<file path="src/rtl/zsn_pkg.sv">
package zsn_pkg;

  localparam int PHASES = 3;

  typedef enum logic [1:0] {
    ST_IDLE,
    ST_PREP,
    ST_DIV,
    ST_DONE
  } zsnState_e;

  // strobes from control to datapath, at most one high per cycle
  typedef struct packed {
    logic capture;  // latch the input sample set
    logic prep;     // offset, magnitude, divider load
    logic step;     // one restoring-division iteration
    logic finish;   // saturate and register results
  } zsnStrobe_t;

endpackage

</file>
<file path="src/rtl/zsn_ctrl.sv">
module zsn_ctrl
  import zsn_pkg::*;
#(
  parameter int STEPS = 34
) (
  input  logic       clk,
  input  logic       rstN,
  input  logic       inValid,
  output logic       busy,
  output zsnStrobe_t strobe
);

  localparam int CNTW = (STEPS > 1) ? $clog2(STEPS) : 1;
  localparam logic [CNTW-1:0] LAST = CNTW'(STEPS - 1);

  zsnState_e stateR;
  logic [CNTW-1:0] stepCnt;

  always_ff @(posedge clk) begin
    if (!rstN) begin
      stateR  <= ST_IDLE;
      stepCnt <= '0;
    end else begin
      case (stateR)
        ST_IDLE: if (inValid) stateR <= ST_PREP;
        ST_PREP: begin
          stateR  <= ST_DIV;
          stepCnt <= '0;
        end
        ST_DIV: begin
          stepCnt <= stepCnt + 1'b1;
          if (stepCnt == LAST) stateR <= ST_DONE;
        end
        default: stateR <= ST_IDLE;
      endcase
    end
  end

  always_comb begin
    strobe.capture = (stateR == ST_IDLE) && inValid;
    strobe.prep    = (stateR == ST_PREP);
    strobe.step    = (stateR == ST_DIV);
    strobe.finish  = (stateR == ST_DONE);
  end

  assign busy = (stateR != ST_IDLE);

endmodule

</file>
<file path="src/rtl/zsn_div_lane.sv">
module zsn_div_lane #(
  parameter int NW  = 34,
  parameter int DVW = 16
) (
  input  logic           clk,
  input  logic           rstN,
  input  logic           load,
  input  logic           step,
  input  logic [NW-1:0]  numIn,
  input  logic [DVW-1:0] divIn,
  output logic [NW-1:0]  quo
);

  logic [DVW-1:0] remR;
  logic [DVW-1:0] dvR;
  logic [NW-1:0]  quoR;
  logic [DVW:0]   shifted;
  logic           fits;

  assign shifted = {remR, quoR[NW-1]};
  assign fits    = (shifted >= {1'b0, dvR});

  always_ff @(posedge clk) begin
    if (!rstN) begin
      remR <= '0;
      dvR  <= '0;
      quoR <= '0;
    end else if (load) begin
      remR <= '0;
      dvR  <= divIn;
      quoR <= numIn;
    end else if (step) begin
      remR <= DVW'(fits ? (shifted - {1'b0, dvR}) : shifted);
      quoR <= {quoR[NW-2:0], fits};
    end
  end

  assign quo = quoR;

endmodule

</file>
<file path="src/rtl/zsn_datapath.sv">
module zsn_datapath
  import zsn_pkg::*;
#(
  parameter int DW = 16,
  parameter int PW = 16
) (
  input  logic                 clk,
  input  logic                 rstN,
  input  zsnStrobe_t           strobe,
  input  logic signed [DW-1:0] refA,
  input  logic signed [DW-1:0] refB,
  input  logic signed [DW-1:0] refC,
  input  logic signed [DW-1:0] vdc,
  input  logic [PW-1:0]        period,
  output logic                 outValid,
  output logic [PW:0]          cmpA,
  output logic [PW:0]          cmpB,
  output logic [PW:0]          cmpC
);

  localparam int NW = DW + PW + 2;
  localparam int CW = PW + 1;

  logic signed [DW-1:0] refIn [PHASES];
  logic signed [DW-1:0] refR  [PHASES];
  logic signed [DW-1:0] vdcR;
  logic [PW-1:0]        perR;
  logic                 negR  [PHASES];
  logic [CW-1:0]        cmpR  [PHASES];
  logic                 validR;

  logic signed [DW-1:0] hiRef, loRef;
  logic                 vdcBad;
  logic [DW-1:0]        divisor;

  always_comb begin
    refIn[0] = refA;
    refIn[1] = refB;
    refIn[2] = refC;
  end

  // extremes; on ties the first one found is kept, value identical either way
  always_comb begin
    hiRef = refR[0];
    loRef = refR[0];
    for (int i = 1; i < PHASES; i++) begin
      if (refR[i] > hiRef) hiRef = refR[i];
      if (refR[i] < loRef) loRef = refR[i];
    end
  end

  assign vdcBad  = vdcR[DW-1] || (vdcR == '0);
  assign divisor = vdcBad ? DW'(1) : $unsigned(vdcR);

  always_ff @(posedge clk) begin
    if (!rstN) begin
      vdcR <= '0;
      perR <= '0;
      for (int i = 0; i < PHASES; i++) refR[i] <= '0;
    end else if (strobe.capture) begin
      vdcR <= vdc;
      perR <= period;
      for (int i = 0; i < PHASES; i++) refR[i] <= refIn[i];
    end
  end

  for (genvar g = 0; g < PHASES; g++) begin : g_lane
    logic signed [DW+1:0] pole2;    // twice the pole reference
    logic [DW+1:0]        mag;
    logic [NW-1:0]        num;
    logic [NW-1:0]        quo;
    logic                 over;
    logic [PW-1:0]        qLo;
    logic [CW-1:0]        cmpNext;

    assign pole2 = {refR[g][DW-1], refR[g], 1'b0}
                 - {{2{hiRef[DW-1]}}, hiRef}
                 - {{2{loRef[DW-1]}}, loRef};
    assign mag   = pole2[DW+1] ? $unsigned(-pole2) : $unsigned(pole2);
    assign num   = vdcBad ? '0 : (NW'(mag) * NW'(perR));

    zsn_div_lane #(.NW(NW), .DVW(DW)) i_div (
      .clk   (clk),
      .rstN  (rstN),
      .load  (strobe.prep),
      .step  (strobe.step),
      .numIn (num),
      .divIn (divisor),
      .quo   (quo)
    );

    assign over = (quo > NW'(perR));
    assign qLo  = quo[PW-1:0];

    always_comb begin
      if (over)
        cmpNext = negR[g] ? '0 : {perR, 1'b0};
      else if (negR[g])
        cmpNext = {1'b0, perR} - {1'b0, qLo};
      else
        cmpNext = {1'b0, perR} + {1'b0, qLo};
    end

    always_ff @(posedge clk) begin
      if (!rstN) begin
        negR[g] <= 1'b0;
        cmpR[g] <= '0;
      end else begin
        if (strobe.prep)   negR[g] <= pole2[DW+1];
        if (strobe.finish) cmpR[g] <= cmpNext;
      end
    end
  end

  always_ff @(posedge clk) begin
    if (!rstN) validR <= 1'b0;
    else       validR <= strobe.finish;
  end

  assign outValid = validR;
  assign cmpA     = cmpR[0];
  assign cmpB     = cmpR[1];
  assign cmpC     = cmpR[2];

endmodule

</file>
<file path="src/rtl/zsn_normalizer.sv">
module zsn_normalizer
  import zsn_pkg::*;
#(
  parameter int DW = 16,
  parameter int PW = 16
) (
  input  logic                 clk,
  input  logic                 rstN,
  input  logic                 inValid,
  input  logic signed [DW-1:0] refA,
  input  logic signed [DW-1:0] refB,
  input  logic signed [DW-1:0] refC,
  input  logic signed [DW-1:0] vdc,
  input  logic [PW-1:0]        period,
  output logic                 busy,
  output logic                 outValid,
  output logic [PW:0]          cmpA,
  output logic [PW:0]          cmpB,
  output logic [PW:0]          cmpC
);

  localparam int STEPS = DW + PW + 2;

  zsnStrobe_t strobe;

  zsn_ctrl #(.STEPS(STEPS)) i_ctrl (
    .clk     (clk),
    .rstN    (rstN),
    .inValid (inValid),
    .busy    (busy),
    .strobe  (strobe)
  );

  zsn_datapath #(.DW(DW), .PW(PW)) i_dp (
    .clk      (clk),
    .rstN     (rstN),
    .strobe   (strobe),
    .refA     (refA),
    .refB     (refB),
    .refC     (refC),
    .vdc      (vdc),
    .period   (period),
    .outValid (outValid),
    .cmpA     (cmpA),
    .cmpB     (cmpB),
    .cmpC     (cmpC)
  );

endmodule

</file>
<file path="config.mk">
export PLATFORM = sky130hd
export DESIGN_NAME = zsn_normalizer
export DESIGN_NICKNAME = d
export VERILOG_FILES = /design/src/rtl/zsn_pkg.sv /design/src/rtl/zsn_ctrl.sv /design/src/rtl/zsn_div_lane.sv /design/src/rtl/zsn_datapath.sv /design/src/rtl/zsn_normalizer.sv
export SDC_FILE = /design/constraint.sdc
export NUM_CORES = 2
export LEC_CHECK = 0
export CAP_MARGIN = 15
export CELL_PAD_IN_SITES_DETAIL_PLACEMENT = 2
export CELL_PAD_IN_SITES_GLOBAL_PLACEMENT = 2
export CORE_AREA = 2 2 369 371
export CTS_BUF_LIST = sky130_fd_sc_hd__clkbuf_16
export DETAILED_ROUTE_END_ITERATION = 10
export DIE_AREA = 0 0 371 373
export HOLD_SLACK_MARGIN = 0.15
export PLACE_DENSITY_LB_ADDON = 0.05
export SLEW_MARGIN = 20
export SYNTH_ARGS = -nofsm -noshare
export SYNTH_HDL_FRONTEND = slang
export SYNTH_SLANG_ARGS = --single-unit
</file>
<file path="constraint.sdc">
create_clock -name clk -period 19.28 [get_ports clk]
set_clock_uncertainty 0.05 [all_clocks]
set_input_delay 4.82 -clock clk [delete_from_list [all_inputs] [get_ports clk]]
set_output_delay 4.82 -clock clk [all_outputs]
set_load 0.02 [all_outputs]
</file>
# After elaboration in Yosys (flattened, before gate mapping)
# Memory sizes are Yosys's and may differ from the RTL's.
# Index checks and enable logic that the tools add are counted.
[totals] input_bits=83 out_inout_bits=53 elab_cells=123 memories=3 ramBits=102 reg_bits=207
[op_classes] magnitude_cmp=10 muxes=52 n_reduce_logical=8 n_bitwise=10 mul=3 n_addsub=19 eq_ne=6
[memory_table] name="i_dp.cmpR" depth=3 width=17 rd=3 rd_ports_with_merged_regs=0 wr=3 line="zsn_datapath.sv:29" source="logic [CW-1:0] cmpR [PHASES];"
[memory_table] name="i_dp.refR" depth=3 width=16 rd=3 rd_ports_with_merged_regs=0 wr=3 line="zsn_datapath.sv:25" source="logic signed [DW-1:0] refR [PHASES];"
[memory_table] name="i_dp.negR" depth=3 width=1 rd=3 rd_ports_with_merged_regs=0 wr=3 line="zsn_datapath.sv:28" source="logic negR [PHASES];"
[ops] cell="$mux W34" count=9
[ops] cell="$mux W17" count=12
[ops] cell="$mux W16" count=11
[ops] cell="$gt A34 B16 Y1" count=3
[ops] cell="$mul A18 B16 Y34" count=3
[ops] cell="$mux W18" count=3
[ops] cell="$neg A18 Y18" count=3
[ops] cell="$sub A17 B16 Y18" count=3
[ops] cell="$sub A18 B18 Y18" count=3
[ops] cell="$add A16 B16 Y17" count=3
[ops] cell="$ge A17 B16 Y1" count=3
[ops] cell="$sub A16 B16 Y17" count=3
[ops] cell="$sub A16 B16 Y16" count=3
[ops] cell="$gt A16 B16 Y1" count=2
[ops] cell="$lt A16 B16 Y1" count=2
[ops] cell="$logic_not A16 Y1" count=1
[ops] cell="$mux W1" count=13
[ops] cell="$pmux W6 S2" count=1
[ops] cell="$or A1 B1 Y1" count=9
[ops] cell="$add A6 B1 Y6 const B" count=1
[ops] cell="$eq A6 B6 Y1 const B" count=1
[ops] cell="$pmux W2 S3" count=1
[ops] cell="$eq A2 B2 Y1 const B" count=2
[ops] cell="$mux W2" count=2
[ops] cell="9 further kinds" count=11

# Longest topological paths before layout
# An unclocked memory read counts as a cell.
[depth] word_depth=12 ltp_mapped=61 ltp_nobuf=54

# Hierarchy
# From an unflattened synthesis, not the netlist that was laid out.
[unflattened] hier_cells=6710 hier_area_um2=57241.1
[modules_own_cells] mod="zsn_datapath" seq_area_each_um2=3713.6 instances=1 cells_per_inst=5339 area_per_inst_um2=45267.2
[modules_own_cells] mod="zsn_div_lane" seq_area_each_um2=1321.3 instances=3 cells_per_inst=441 area_per_inst_um2=3842.4
[modules_own_cells] mod="zsn_ctrl" seq_area_each_um2=160.2 instances=1 cells_per_inst=48 area_per_inst_um2=446.7

# Least setup slack after synthesis
# Ideal clock, no wire load.
[synth_path] path_kind="register to register" startpoint="mem i_dp.refR[0][7]" endpoint="reg i_dp.g_lane[2].i_div.quoR[31]" path_buffers=7 setup_ns=0.136 synth_period_minus_slack_ns=14.565 stages_incl_launch_ff=61 required_time_ns=19.094 path_slack_ns=4.715 arrival_time_ns=14.379 cell_sequence="edfxtp_1 > inv_1 > ha_1 > and3_1 > a221o_1 > a21o_1 > a211oi_1 > nand2_1 > xnor2_1 > a21o_1 > buf_2 > buf_2 > mux2i_1 > ha_1 > a21o_1 > a21o_1 > a21oi_1 > nor2b_1 > [25 not listed] > fa_1 > inv_1 > fa_1 > fa_1 > inv_1 > fa_1 > inv_1 > ha_1 > clkbuf_1 > and3_1 > a221oi_1 > nand2b_1 > o21ai_0 > a211oi_1 > o32a_1 > a21oi_1 > mux2i_1 > a31oi_1"
[synth_lines] element="from (decl)" line="zsn_datapath.sv:25"
[synth_lines] element="to (signal assigned)" line="zsn_div_lane.sv:31" source="quoR <= numIn;"
[synth_lines] element="to (signal assigned)" line="zsn_div_lane.sv:34" source="quoR <= {quoR[NW-2:0], fits};"
[synth_lines] element="to (decl)" line="zsn_div_lane.sv:16" source="logic [NW-1:0] quoR;"

==> results.tsv <==
stage	metric	value	unit
yosys	Synth Cell Area	0.0547	mm^2
sta	Finish-stage setup viols	0	
placed_design	placed wire-length estimate	169	mm
yosys	register area share after synthesis	0.131	
placed_design	DP Worst Slack	2.55	ns
yosys	asr flop ratio synth	0	
worst_setup_path	CP max stage delay	0.98	ns
sta	hold slack	0.419	ns
worst_setup_path	Critical Path RT	19.74	ns
clock_network	Hold-fix buffers, CTS	0	
sta	setup ws final	2.40	ns
drt	antenna viol nets, final	0	
worst_setup_path	crit path DAT	17.34	ns
sta	Final Hold Fails	0	
yosys	Yosys Warn Count	0	
sta	Worst Max-Slew Pin Slew	1.11	ns
sta	setup tns final	0	ns
floorplanning	die area	0.138	mm^2
yosys	synth unique cells	96	
worst_setup_path	Worst R2R Start	i_dp.refR[0][5]	
placed_design	number of port buffers	135	
grt	Total GRT Usage	0.322	
final_layout	layout cells sized above 1	0.0442	
final_layout	area grow syn2layout	8.81	%
placed_design	Placer Congestion	0.900	
min_path	hold path startpoint	i_dp.g_lane[0].i_div.remR[15]	
sta	number of max-slew violations in the final report	0	
clock_network	Setup Fix Bufs, Post-CTS	0	
clock_network	worst-skew pair later-pin latency	0.65	ns
sta	Period minus WS final	16.88	ns
worst_setup_path	Slowest cell on crit path	o21ai_1	
drt	DR vias/cell	5.82	
floorplanning	Die Span Y	373	um
yosys	top-area cell type share of the netlist area	0.263	
yosys	dominant cell type by area after synthesis	fa_1	
sta	Max Clk Rate	0.0592	GHz
sta	final period utilization	0.875	
yosys	Post-synth EDFFs	101	
worst_setup_path	R2R setup slack	2.40	ns
clock_network	number of gates resized after cts	0	
clock_network	clk slew on worst S/H paths	0.06	ns
yosys	largest cells by area after synthesis	fa_1 26%, ha_1 13%, dfxtp_1 7.6%, inv_1 6.8%, edfxtp_1 5.5%	
min_path	hold path depth	1	
worst_setup_path	CP endpoint kind	flip-flop	
drt	final wirelength	220	mm
grt	largest net degree at the start of global routing	85	
clock_network	clock root buffer	clkbuf_16	
clock_network	CTS tree	done	
floorplanning	starting density of the core	0.407	
grt	initial antenna violation count	2	
yosys	Synth top cells by count	987 x inv_1, 720 x fa_1, 575 x nand2_1	
drt	vias post-DR	48086	
clock_network	Clock Sink Count	309	
drt	initial drt markers	2819	
yosys	#FFs+latches synth	309	
floorplanning	core area	0.135	mm^2
flow_run	max-cap viol count	0	
min_path	Hold Crit Endpoint	i_dp.g_lane[0].i_div.remR[15]	
yosys	syn_nets	7829	
clock_network	Num CTS Buffers	42	
sta	unrepaired setup endpoints after global routing	false	
yosys	post-synthesis area per instance	8.48	um^2
drt	DRC errors left	0	
worst_setup_path	Crit Path Max Fanout	19	
sta	Rel. slew slack	0.253	
drt	Routed wire per std cell	26.6	um
drt	Pre-antenna DRT Iters	6	
min_path	Worst Hold Class	reg -> reg	
final_layout	# nets final	7822	
floorplanning	Cell Rows	135	
grt	vias in the first global route	54027	
worst_setup_path	Worst path most repeated cell	o21a_1	
grt	Congestion Overflow GR	0	
floorplanning	die width	371	um
worst_setup_path	Reg2Reg Depth	52	
yosys	Synth Flop Type	dfxtp_1	
yosys	most common cell in the netlist	inv_1	
floorplanning	Ports	136	
clock_network	H-Tree Depth	2	
grt	first-pass GRT wire length	340	mm
worst_setup_path	RR Endpoint	i_dp.g_lane[2].i_div.quo[31]	
worst_setup_path	Startpoint Class	flip-flop	
clock_network	Clock Path Buffers	3	
worst_setup_path	Crit Path Class	reg -> reg	
yosys	Gate Count Post-Synth	6453	
outcome	status	finished, final reports clean	
[routing by layer]
layer / share of wire / up-vias / GRT usage / wire [um]
li1: - / 21389 / - / -
met1: 0.45 / 25174 / 0.443 / 99100
met2: 0.47 / 1220 / 0.526 / 102000
met3: 0.050 / 303 / 0.0409 / 10900
met4: 0.033 / 0 / 0.0943 / 7180
met5: 0 / - / 0 / 0
[logic make-up (layout without fill, tap and decap cells)]
family,count (synthesis),in the layout,synth area share
flip-flops,309,309,0.131
adder cells (fa/ha/maj),1293,1293,0.394
other,0,3,0
AND/OR/NAND/NOR,1838,1838,0.162
buffers and inverters,1300,1323,0.0907
multiplexers,173,173,0.0318
AO/OA/AOI/OAI,1296,1296,0.151
XOR/XNOR,244,244,0.0390
[metrics by stage]
| step | utilization | instance area [um^2] | instances |
|---|---|---|---|
| floorplan | - | 54700 | 6453 |
| global placement | 0.432 | 58100 | 8183 |
| detailed placement | 0.432 | 58100 | 8183 |
| CTS | 0.442 | 59500 | 8257 |
| global route | 0.442 | 59500 | 8257 |
| finish | 0.442 | 59600 | 8260 |
[final cells by class]
cell class	instances	area, um^2
Timing Repair Buffer	259	2280
Fill cell	15030	75100
Multi-Input combinational cell	4844	42700
Sequential cell	309	7220
Clock inverter	32	339
Inverter	990	3720
Clock buffer	42	1050
Tap cell	1781	2230
Antenna cell	3	7.51
[cell usage in the layout (no fill, tap or decap), types with 17 or more instances in the layout]
| cell | synthesis | final |
|---|---|---|
| nor4_1 | 30 | 30 |
| ha_1 | 573 | 570 |
| nor3_1 | 115 | 115 |
| a21oi_1 | 347 | 345 |
| nor2_1 | 457 | 454 |
| xor2_1 | 73 | 69 |
| inv_1 | 987 | 984 |
| o21bai_1 | 18 | 18 |
| o211ai_1 | 24 | 24 |
| nand3_1 | 81 | 81 |
| and2_1 | 284 | 284 |
| nand2b_1 | 20 | 19 |
| or3_1 | 53 | 53 |
| a31oi_1 | 38 | 37 |
| a22oi_1 | 28 | 28 |
| a221oi_1 | 24 | 23 |
| and3_1 | 44 | 43 |
| edfxtp_1 | 101 | 101 |
| dfxtp_1 | 208 | 192 |
| nand4_1 | 44 | 44 |
| fa_1 | 720 | 720 |
| a21o_1 | 105 | 105 |
| mux2i_1 | 166 | 165 |
| o21a_1 | 85 | 85 |
| a211oi_1 | 45 | 45 |
| nand2_1 | 575 | 575 |
| nor2b_1 | 54 | 54 |
| o22ai_1 | 23 | 23 |
| a21boi_0 | 17 | 17 |
| o21ai_0 | 356 | 353 |
| xnor2_1 | 171 | 169 |
| clkbuf_16 | 0 | 42 |
| buf_4 | 2 | 124 |
| clkdlybuf4s50_1 | 0 | 134 |
| a22o_1 | 17 | 17 |
[how the worst max path moves through the flow]
| stage | from | to | cells past startpoint | slack [ns] |
|---|---|---|---|---|
| 4_1_cts | i_dp.refR[0][5] | i_dp.g_lane[2].i_div.quo[29] | 53 | 2.49 |
| 6_report | i_dp.refR[0][5] | i_dp.g_lane[2].i_div.quo[31] | 52 | 2.40 |
| 5_1_grt | i_dp.refR[0][5] | i_dp.g_lane[2].i_div.quo[32] | 51 | 1.51 |
| 3_3_place_gp | i_dp.refR[0][5] | i_dp.g_lane[1].i_div.quo[32] | 52 | 3.12 |
| 2_1_floorplan | i_dp.refR[0][7] | i_dp.g_lane[2].i_div.quo[31] | 60 | 4.71 |
| 3_5_place_dp | i_dp.refR[0][5] | i_dp.g_lane[2].i_div.quo[29] | 53 | 2.55 |
[critical path: cells and delay by family, from the launching register on]
kind                     cells  cell delay (ns)
AO/OA/AOI/OAI               25             7.63
XOR/XNOR                     1             0.21
adder cells (fa/ha/maj)     11             5.23
buffers and inverters        6             0.94
flip-flops                   1             0.40
multiplexers                 3             0.71
AND/OR/NAND/NOR              6             1.61
[registers in the layout, summed over array words and instances, names as in the netlist, 6 cells and up]
register	flops
i_dp.g_lane.i_div.dvR	16
i_ctrl.stepCnt	6
i_dp.cmpR	51
i_dp.g_lane.i_div.quo	102
i_dp.perR	16
i_dp.g_lane.i_div.remR	48
i_dp.vdcR	16
i_dp.refR	48
Power is left out: the tool's default activity adds up to more than one toggle a clock period on the data nets, which glitch-free logic cannot reach.
